### config.mk
export PLATFORM = sky130hd
export DESIGN_NAME = sram_seq_ctrl
export DESIGN_NICKNAME = d
export VERILOG_FILES = /design/src/rtl/sram_seq_pkg.sv /design/src/rtl/sram_phase_timer.sv /design/src/rtl/sram_seq_fsm.sv /design/src/rtl/sram_bus_regs.sv /design/src/rtl/sram_seq_ctrl.sv
export SDC_FILE = /design/constraint.sdc
export NUM_CORES = 1
export LEC_CHECK = 0
export ABC_CLOCK_PERIOD_IN_PS = 1900
export BUFFER_PORTS_ARGS = -buffer_cell sky130_fd_sc_hd__buf_4
export CAP_MARGIN = 20
export CORE_MARGIN = 2
export CORE_UTILIZATION = 47
export DETAILED_ROUTE_END_ITERATION = 8
export HOLD_SLACK_MARGIN = 0.12
export PLACE_DENSITY = 0.86
export SYNTH_ARGS = -nofsm -noshare
export SYNTH_HDL_FRONTEND = slang
export SYNTH_SLANG_ARGS = --single-unit
### constraint.sdc
create_clock -name clk -period 1.9 [get_ports clk]
set_clock_uncertainty 0.15 [all_clocks]
set_input_delay 0.095 -clock clk [delete_from_list [all_inputs] [get_ports clk]]
set_output_delay 0.095 -clock clk [all_outputs]
set_load 0.005 [all_outputs]
### src/rtl/sram_seq_pkg.sv
package sram_seq_pkg;

  typedef enum logic [1:0] {
    ST_IDLE  = 2'd0,
    ST_READ  = 2'd1,
    ST_TURN  = 2'd2,
    ST_WRITE = 2'd3
  } seq_state_e;

  // Round a time limit up to whole clock cycles, never below one cycle.
  function automatic int ps_to_cycles(input int limit_ps, input int clk_ps);
    int n;
    n = (limit_ps + clk_ps - 1) / clk_ps;
    if (n < 1) n = 1;
    return n;
  endfunction

  function automatic int max_int(input int a, input int b);
    return (a > b) ? a : b;
  endfunction

endpackage

### src/rtl/sram_phase_timer.sv
module sram_phase_timer #(
  parameter int CNT_W = 4
) (
  input  logic             clk,
  input  logic             rst_n,
  input  logic             load,
  input  logic [CNT_W-1:0] load_val,
  output logic             expired
);

  logic [CNT_W-1:0] cnt_q;
  logic [CNT_W-1:0] cnt_d;
  logic             cnt_en;

  assign expired = (cnt_q == '0);
  assign cnt_en  = load | ~expired;

  always_comb begin
    if (load) cnt_d = load_val;
    else      cnt_d = cnt_q - CNT_W'(1);
  end

  always_ff @(posedge clk or negedge rst_n) begin
    if (!rst_n)      cnt_q <= '0;
    else if (cnt_en) cnt_q <= cnt_d;
  end

endmodule

### src/rtl/sram_seq_fsm.sv
module sram_seq_fsm
  import sram_seq_pkg::*;
#(
  parameter int CNT_W    = 4,
  parameter int RD_CYC   = 2,
  parameter int WR_CYC   = 2,
  parameter int TURN_CYC = 1
) (
  input  logic             clk,
  input  logic             rst_n,
  input  logic             req_valid,
  input  logic             req_write,
  input  logic             phase_done,
  output logic             phase_load,
  output logic [CNT_W-1:0] phase_len,
  output logic             accept,
  output logic             capture,
  output logic             ready,
  output logic             ce_n,
  output logic             oe_n,
  output logic             we_n,
  output logic             dq_oe,
  output logic             ack
);

  localparam logic [CNT_W-1:0] RD_LD   = CNT_W'(RD_CYC - 1);
  localparam logic [CNT_W-1:0] WR_LD   = CNT_W'(WR_CYC - 1);
  localparam logic [CNT_W-1:0] TURN_LD = CNT_W'(TURN_CYC - 1);

  seq_state_e state_q, state_d;
  logic ce_q, ce_d;
  logic oe_q, oe_d;
  logic we_q, we_d;
  logic drv_q, drv_d;
  logic ack_q, ack_d;

  always_comb begin
    state_d    = state_q;
    ce_d       = ce_q;
    oe_d       = oe_q;
    we_d       = we_q;
    drv_d      = drv_q;
    ack_d      = 1'b0;
    phase_load = 1'b0;
    phase_len  = '0;
    accept     = 1'b0;
    capture    = 1'b0;
    unique case (state_q)
      ST_IDLE: begin
        if (req_valid) begin
          accept     = 1'b1;
          phase_load = 1'b1;
          ce_d       = 1'b0;
          if (req_write) begin
            phase_len = TURN_LD;
            state_d   = ST_TURN;
          end else begin
            phase_len = RD_LD;
            oe_d      = 1'b0;
            state_d   = ST_READ;
          end
        end
      end
      ST_READ: begin
        if (phase_done) begin
          capture = 1'b1;
          ack_d   = 1'b1;
          ce_d    = 1'b1;
          oe_d    = 1'b1;
          state_d = ST_IDLE;
        end
      end
      ST_TURN: begin
        if (phase_done) begin
          phase_load = 1'b1;
          phase_len  = WR_LD;
          we_d       = 1'b0;
          drv_d      = 1'b1;
          state_d    = ST_WRITE;
        end
      end
      ST_WRITE: begin
        if (phase_done) begin
          we_d    = 1'b1;
          drv_d   = 1'b0;
          ce_d    = 1'b1;
          ack_d   = 1'b1;
          state_d = ST_IDLE;
        end
      end
      default: state_d = ST_IDLE;
    endcase
  end

  always_ff @(posedge clk or negedge rst_n) begin
    if (!rst_n) begin
      state_q <= ST_IDLE;
      ce_q    <= 1'b1;
      oe_q    <= 1'b1;
      we_q    <= 1'b1;
      drv_q   <= 1'b0;
      ack_q   <= 1'b0;
    end else begin
      state_q <= state_d;
      ce_q    <= ce_d;
      oe_q    <= oe_d;
      we_q    <= we_d;
      drv_q   <= drv_d;
      ack_q   <= ack_d;
    end
  end

  assign ready = (state_q == ST_IDLE);
  assign ce_n  = ce_q;
  assign oe_n  = oe_q;
  assign we_n  = we_q;
  assign dq_oe = drv_q;
  assign ack   = ack_q;

endmodule

### src/rtl/sram_bus_regs.sv
module sram_bus_regs #(
  parameter int ADDR_W = 19,
  parameter int DATA_W = 8
) (
  input  logic              clk,
  input  logic              rst_n,
  input  logic              accept,
  input  logic              capture,
  input  logic [ADDR_W-1:0] req_addr,
  input  logic [DATA_W-1:0] req_wdata,
  input  logic [DATA_W-1:0] dq_in,
  output logic [ADDR_W-1:0] addr,
  output logic [DATA_W-1:0] wdata,
  output logic [DATA_W-1:0] rdata
);

  logic [ADDR_W-1:0] addr_q;
  logic [DATA_W-1:0] wdata_q;
  logic [DATA_W-1:0] rdata_q;

  always_ff @(posedge clk or negedge rst_n) begin
    if (!rst_n) begin
      addr_q  <= '0;
      wdata_q <= '0;
    end else if (accept) begin
      addr_q  <= req_addr;
      wdata_q <= req_wdata;
    end
  end

  always_ff @(posedge clk or negedge rst_n) begin
    if (!rst_n)       rdata_q <= '0;
    else if (capture) rdata_q <= dq_in;
  end

  assign addr  = addr_q;
  assign wdata = wdata_q;
  assign rdata = rdata_q;

endmodule

### src/rtl/sram_seq_ctrl.sv
module sram_seq_ctrl
  import sram_seq_pkg::*;
#(
  parameter int ADDR_W    = 19,
  parameter int DATA_W    = 8,
  parameter int CLK_PS    = 5000,
  parameter int T_RD_PS   = 10000,
  parameter int T_WEP_PS  = 8000,
  parameter int T_DS_PS   = 6000,
  parameter int T_TURN_PS = 4000
) (
  input  logic              clk,
  input  logic              rst_n,
  input  logic              req_valid,
  input  logic              req_write,
  input  logic [ADDR_W-1:0] req_addr,
  input  logic [DATA_W-1:0] req_wdata,
  output logic              req_ready,
  output logic              ack,
  output logic [DATA_W-1:0] rd_data,
  output logic              mem_ce_n,
  output logic              mem_oe_n,
  output logic              mem_we_n,
  output logic [ADDR_W-1:0] mem_addr,
  output logic [DATA_W-1:0] mem_dq_out,
  output logic              mem_dq_oe,
  input  logic [DATA_W-1:0] mem_dq_in
);

  localparam int RD_CYC   = ps_to_cycles(T_RD_PS, CLK_PS);
  localparam int WR_CYC   = max_int(ps_to_cycles(T_WEP_PS, CLK_PS),
                                    ps_to_cycles(T_DS_PS, CLK_PS));
  localparam int TURN_CYC = ps_to_cycles(T_TURN_PS, CLK_PS);
  localparam int MAX_CYC  = max_int(max_int(RD_CYC, WR_CYC), TURN_CYC);
  localparam int CNT_W    = $clog2(MAX_CYC + 1);

  logic             phase_load;
  logic [CNT_W-1:0] phase_len;
  logic             phase_done;
  logic             accept;
  logic             capture;

  sram_phase_timer #(.CNT_W(CNT_W)) u_timer (
    .clk      (clk),
    .rst_n    (rst_n),
    .load     (phase_load),
    .load_val (phase_len),
    .expired  (phase_done)
  );

  sram_seq_fsm #(
    .CNT_W    (CNT_W),
    .RD_CYC   (RD_CYC),
    .WR_CYC   (WR_CYC),
    .TURN_CYC (TURN_CYC)
  ) u_fsm (
    .clk        (clk),
    .rst_n      (rst_n),
    .req_valid  (req_valid),
    .req_write  (req_write),
    .phase_done (phase_done),
    .phase_load (phase_load),
    .phase_len  (phase_len),
    .accept     (accept),
    .capture    (capture),
    .ready      (req_ready),
    .ce_n       (mem_ce_n),
    .oe_n       (mem_oe_n),
    .we_n       (mem_we_n),
    .dq_oe      (mem_dq_oe),
    .ack        (ack)
  );

  sram_bus_regs #(.ADDR_W(ADDR_W), .DATA_W(DATA_W)) u_regs (
    .clk       (clk),
    .rst_n     (rst_n),
    .accept    (accept),
    .capture   (capture),
    .req_addr  (req_addr),
    .req_wdata (req_wdata),
    .dq_in     (mem_dq_in),
    .addr      (mem_addr),
    .wdata     (mem_dq_out),
    .rdata     (rd_data)
  );

endmodule

# Word-level counts from Yosys, hierarchy flattened
# Index checks and enable logic that the tools add are counted.
# Widths: inputs -> output; s select.
# classes
addsub	1
eq_ne	9
n_mux	25
bitwise_logic	2
n_reduce_logical	10
# ops
cell	count
$mux 1	12
$mux 2	6
$ne 2x2->1 const B	5
$pmux 1 s2	5
$reduce_and 3->1	3
$pmux 2 s3	1
$reduce_bool 2->1	3
$eq 2x2->1 const B	2
$logic_not 2->1	2
$pmux 2 s2	1
$reduce_and 4->1	1
$eq 2x1->1 const B	1
$ne 2x1->1 const B	1
$reduce_or 2->1	1
$sub 2x1->2 const B	1
$not 1->1	1
$or 1x1->1	1
# word_totals
regBits	44
input_bits	39
word_cells	57

# Logic depth before layout (Yosys ltp)
# logic_depth
word_depth	4
mapped_depth	6
mapped_depth_nobuf	5

# Cells and area by module
# A second synthesis with hierarchy kept.
# hier_totals
cells_unflattened	116
hier_area_um2	1838.0
# by_module_without_submodules
mod	n_inst	cells_each	area_each_um2	seq_area_each_um2
sram_bus_regs	1	74	1401.3	875.8
sram_seq_fsm	1	30	324.1	178.9
sram_phase_timer	1	12	112.6	50.0

# Least setup slack after synthesis
# Ideal clock, no wire load.
# synth_path
kind	register -> register
start	register u_timer.cnt_q[0]
end	register u_regs.rdata_q[0] (netlist: u_regs.rdata[0])
setup_time_ps	125
arrival_ps	1338
required_time_ps	1625
setup_slack_ps	287
stages_incl_launch_ff	7
path_buffers	1
period_less_slack_ps	1613
path_cell_list	dfrtp_1 inv_1 ha_1 nand2_1 or2_1 buf_6 mux2_4
# synth_via
elab_chain_cells	3
# synth_lines
element	line_no	text
start, declared	sram_phase_timer.sv:11	logic [CNT_W-1:0] cnt_q;
start signal, assigned	sram_phase_timer.sv:25	else if (cnt_en) cnt_q <= cnt_d;
$logic_not 2->1	sram_phase_timer.sv:15	assign expired = (cnt_q == '0);
$mux 1	sram_seq_fsm.sv:65	if (phase_done) begin
$mux 1	sram_seq_fsm.sv:48	unique case (state_q)
end signal, assigned	sram_bus_regs.sv:33	else if (capture) rdata_q <= dq_in;
end, declared	sram_bus_regs.sv:19	logic [DATA_W-1:0] rdata_q;
# No other way between the ends.
# A chain may end at the register's enable or synchronous reset.

# Worst setup path in the final report
# layout_path
start	register u_timer.cnt_q[0]
end	register u_regs.rdata_q[1] (netlist: u_regs.rdata[1])
# Same word-level chain as after synthesis.

==> metrics <==
status complete, no violations; Logic pwr share ~45%; clk buf depth 2; Chip Width 66.60 um; DIE AREA 0.004436 mm^2; most common cell in the synthesized netlist dfrtp_1; DR pass1 iterations 4; DP Cell Count 246; slew margin rel. a little under two thirds; CP max stage cell or2_2; sequential share of power 37.2%; post-synth top area share between 50% and 60%; CP Class reg -> reg; final setup fails 0; Final Hold Viols 0; Period Utilization, post-route 95.53%; capture point of the worst reg-to-reg path u_regs.rdata[1]; Post-Syn Area 0.001842 mm^2; num ports 80; Cell variety after synth 22; Pleak 1.456 nW; GR Util All Layers between 20% and 30%; Cell Area, Placed 0.002465 mm^2; Worst-Skew Late Latency between 0.2 and 0.3 ns; WL/cell 17.06 um; Detail Route Antenna Nets 0; port bufs 79; async set-reset flop share out of synthesis 100.0%; sum of negative setup slack 0 ns; Final Max Tran Viols 0; via count 1429; Max Cap Viol 0; sequential area share after synthesis between 50 and 60%; vias in the first global route ~1500; Reg2Reg Setup Slack 0.09 ns; min Tclk post-route 1.815 ns; crit-path cells inv_1, ha_1, nand2_1, or2_2, mux2_4; FF-to-FF path depth 5; Root Buffer clkbuf_8; top achievable clock speed ~550 MHz; Reg clk slew, reported paths 0.09 ns; fin util 80.40%; post-place setup slack 0.07174 ns; RSZ-0062 raised after global routing false; via density per instance 4.877; YS warnings 0; Die H about 67 um; average cell area after synthesis 14.97 um^2; Syn Nets 164; Hold WC Path Type in -> async; Power Dens Cells 1560 mW/mm^2; RR Startpoint u_timer.cnt_q[0]; total core area between 0.003 and 0.004 mm^2; CTS tree built; synth cell count leaders 41 x dfrtp_1, 18 x mux2_4, 12 x mux2_2, 7 x nand2_1, 6 x o21ai_0; layout overhead on the synthesized area 62.23%; Clock Power Share between 10% and 20%; crit path from u_timer.cnt_q[0]; initial core utilization slightly below 50%; ANT cells 0; Yosys reg bits 44; first-pass GRT wire length 7.797 mm; Register Area roughly 0.0011 mm^2; Top FF cell, synth dfrtp_1; CTS sink cnt 44; Residual DRC 0; crit start category flip-flop; Internal Power about 3.3 mW; net switching power figure 1.398 mW; largest net degree at the start of global routing 45; Sw Share roughly 30%; share of post-route cells with drive strength above 1 between 50% and 60%; final net count 285; post-route insts no fill between 200 and 300; Crit Path Max Fanout 8; # fillers a little under 200; EDFF count, synth 0; Critical Path End Type flip-flop; H-Tree Depth 2; cell type with the highest aggregate area in the netlist dfrtp_1; violation count after the first detailed-route iteration 44; WP data required 1.93 ns; Max IR drop VDD just over 0.8 mV; multi-input logic area ~660 um^2; fin area 0.002988 mm^2; Rows 22; Arrival @ worst endpoint 1.85 ns; Syn Inst Count 123; antenna violations before repair 0; Worst Setup EP u_regs.rdata[1]; CP peak stage delay 0.42 ns; Final WS setup roughly 0.085 ns; Least-Margin Pin Slew 0.5430 ns; Num CTS Buffers 5; gpl congestion 0.8042; final wirelength 4.998 mm; Synth area leaders dfrtp_1 56%, mux2_4 15%, mux2_2 7.3%; hpwl dp 2.802 mm; GR Overflow Total 0
[critical path, delay by kind of cell (launching register included)]
kind / cells / cell delay, ns
adder cells (fa/ha/maj): 1 / 0.20
buffers and inverters: 1 / 0.08
flip-flops: 1 / 0.39
multiplexers: 1 / 0.34
AND/OR/NAND/NOR: 2 / 0.53
[kinds of logic after synthesis]
| logic type | Yosys count | share of synthesized area [%] |
|---|---|---|
| buffers and inverters | 11 | 4.347 |
| AND/OR/NAND/NOR | 17 | 4.756 |
| multiplexers | 35 | 25.07 |
| AO/OA/AOI/OAI | 13 | 4.008 |
| flip-flops | 44 | 59.99 |
| XOR/XNOR | 1 | 0.4756 |
| adder cells (fa/ha/maj) | 2 | 1.358 |
[repair_timing]
item                                    CTS  global route
setup buffers                             0             0
hold buffers                             39             0
hold endpoints to repair                 83             0
resized for setup                         0             1
endpoints found under the setup margin    0             8
[area by class of cell]
cell class | count | share of cell area, %
clock buffers | 6 | 2.429
well taps | 48 | 2.010
repair buffers | 121 | 34.09
multi-input cells | 68 | 21.98
inverters | 4 | 0.5025
clock inverters | 2 | 2.010
flip-flops and latches | 44 | 36.98
[state kept, by name, indices dropped and copies added (netlist names)]
register / count
u_fsm.we_n: 1
u_regs.rdata: 8
u_fsm.state_q: 2
u_fsm.oe_n: 1
u_regs.wdata: 8
u_regs.addr: 19
u_timer.cnt_q: 2
u_fsm.dq_oe: 1
u_fsm.ack: 1
u_fsm.ce_n: 1
[placed cells by master (no fill, tap or decap)]
master and count:
buf_4 81, dfrtp_1 41, dlygate4sd3_1 39, mux2_4 18
mux2_2 12, nand2_1 7, o21ai_0 6, nor2_1 5
mux2_1 5, a21oi_1 5, clkbuf_8 5, inv_1 4
dfstp_2 3, ha_1 2, bufinv_16 2, or2_2 1
nor3b_4 1, nor2b_1 1, nand2b_1 1, nor3_1 1
xor2_1 1, o32a_2 1, o21a_1 1, clkbuf_1 1
buf_12 1
[metal layers]
metal	global-route usage, %	part of all wire, %	up-vias	wire length (um)
li1	-	-	658	-
met1	27.20	39	712	1951
met2	45.50	54	49	2700
met3	4.392	4.4	10	222
met4	9.949	2.5	0	124
met5	0	0	-	0
[power groups by stage]
stage	sequential [mW]	clock, mW	combinational (mW)
floorplan	1.72	0	1.04
global placement	1.69	0	1.91
detailed placement	1.72	0	1.96
CTS	1.70	0.841	2.04
global route	1.79	0.892	2.25
finish	1.74	0.839	2.09
[how the worst min path moves through the flow]
stage	start	to	slack (ns)	cells past startpoint
floorplan	rst_n	u_fsm.ack	-0.35	0
global placement	rst_n	u_regs.addr[10]	-0.04	1
detailed placement	rst_n	u_regs.addr[1]	-0.03	1
CTS	rst_n	u_regs.addr[1]	0.20	2
global route	rst_n	u_regs.addr[7]	0.23	2
finish	rst_n	u_regs.addr[7]	0.17	2
[metrics by stage]
stage / hold WS (ns) / power, mW
finish: 0.1691 / 4.660
global route: 0.2270 / 4.929
CTS: 0.1980 / 4.580
detailed placement: -0.03495 / 3.681
global placement: -0.03571 / 3.603
floorplan: -0.3506 / 2.757
Note: power is estimated with default switching activity, not from simulation.
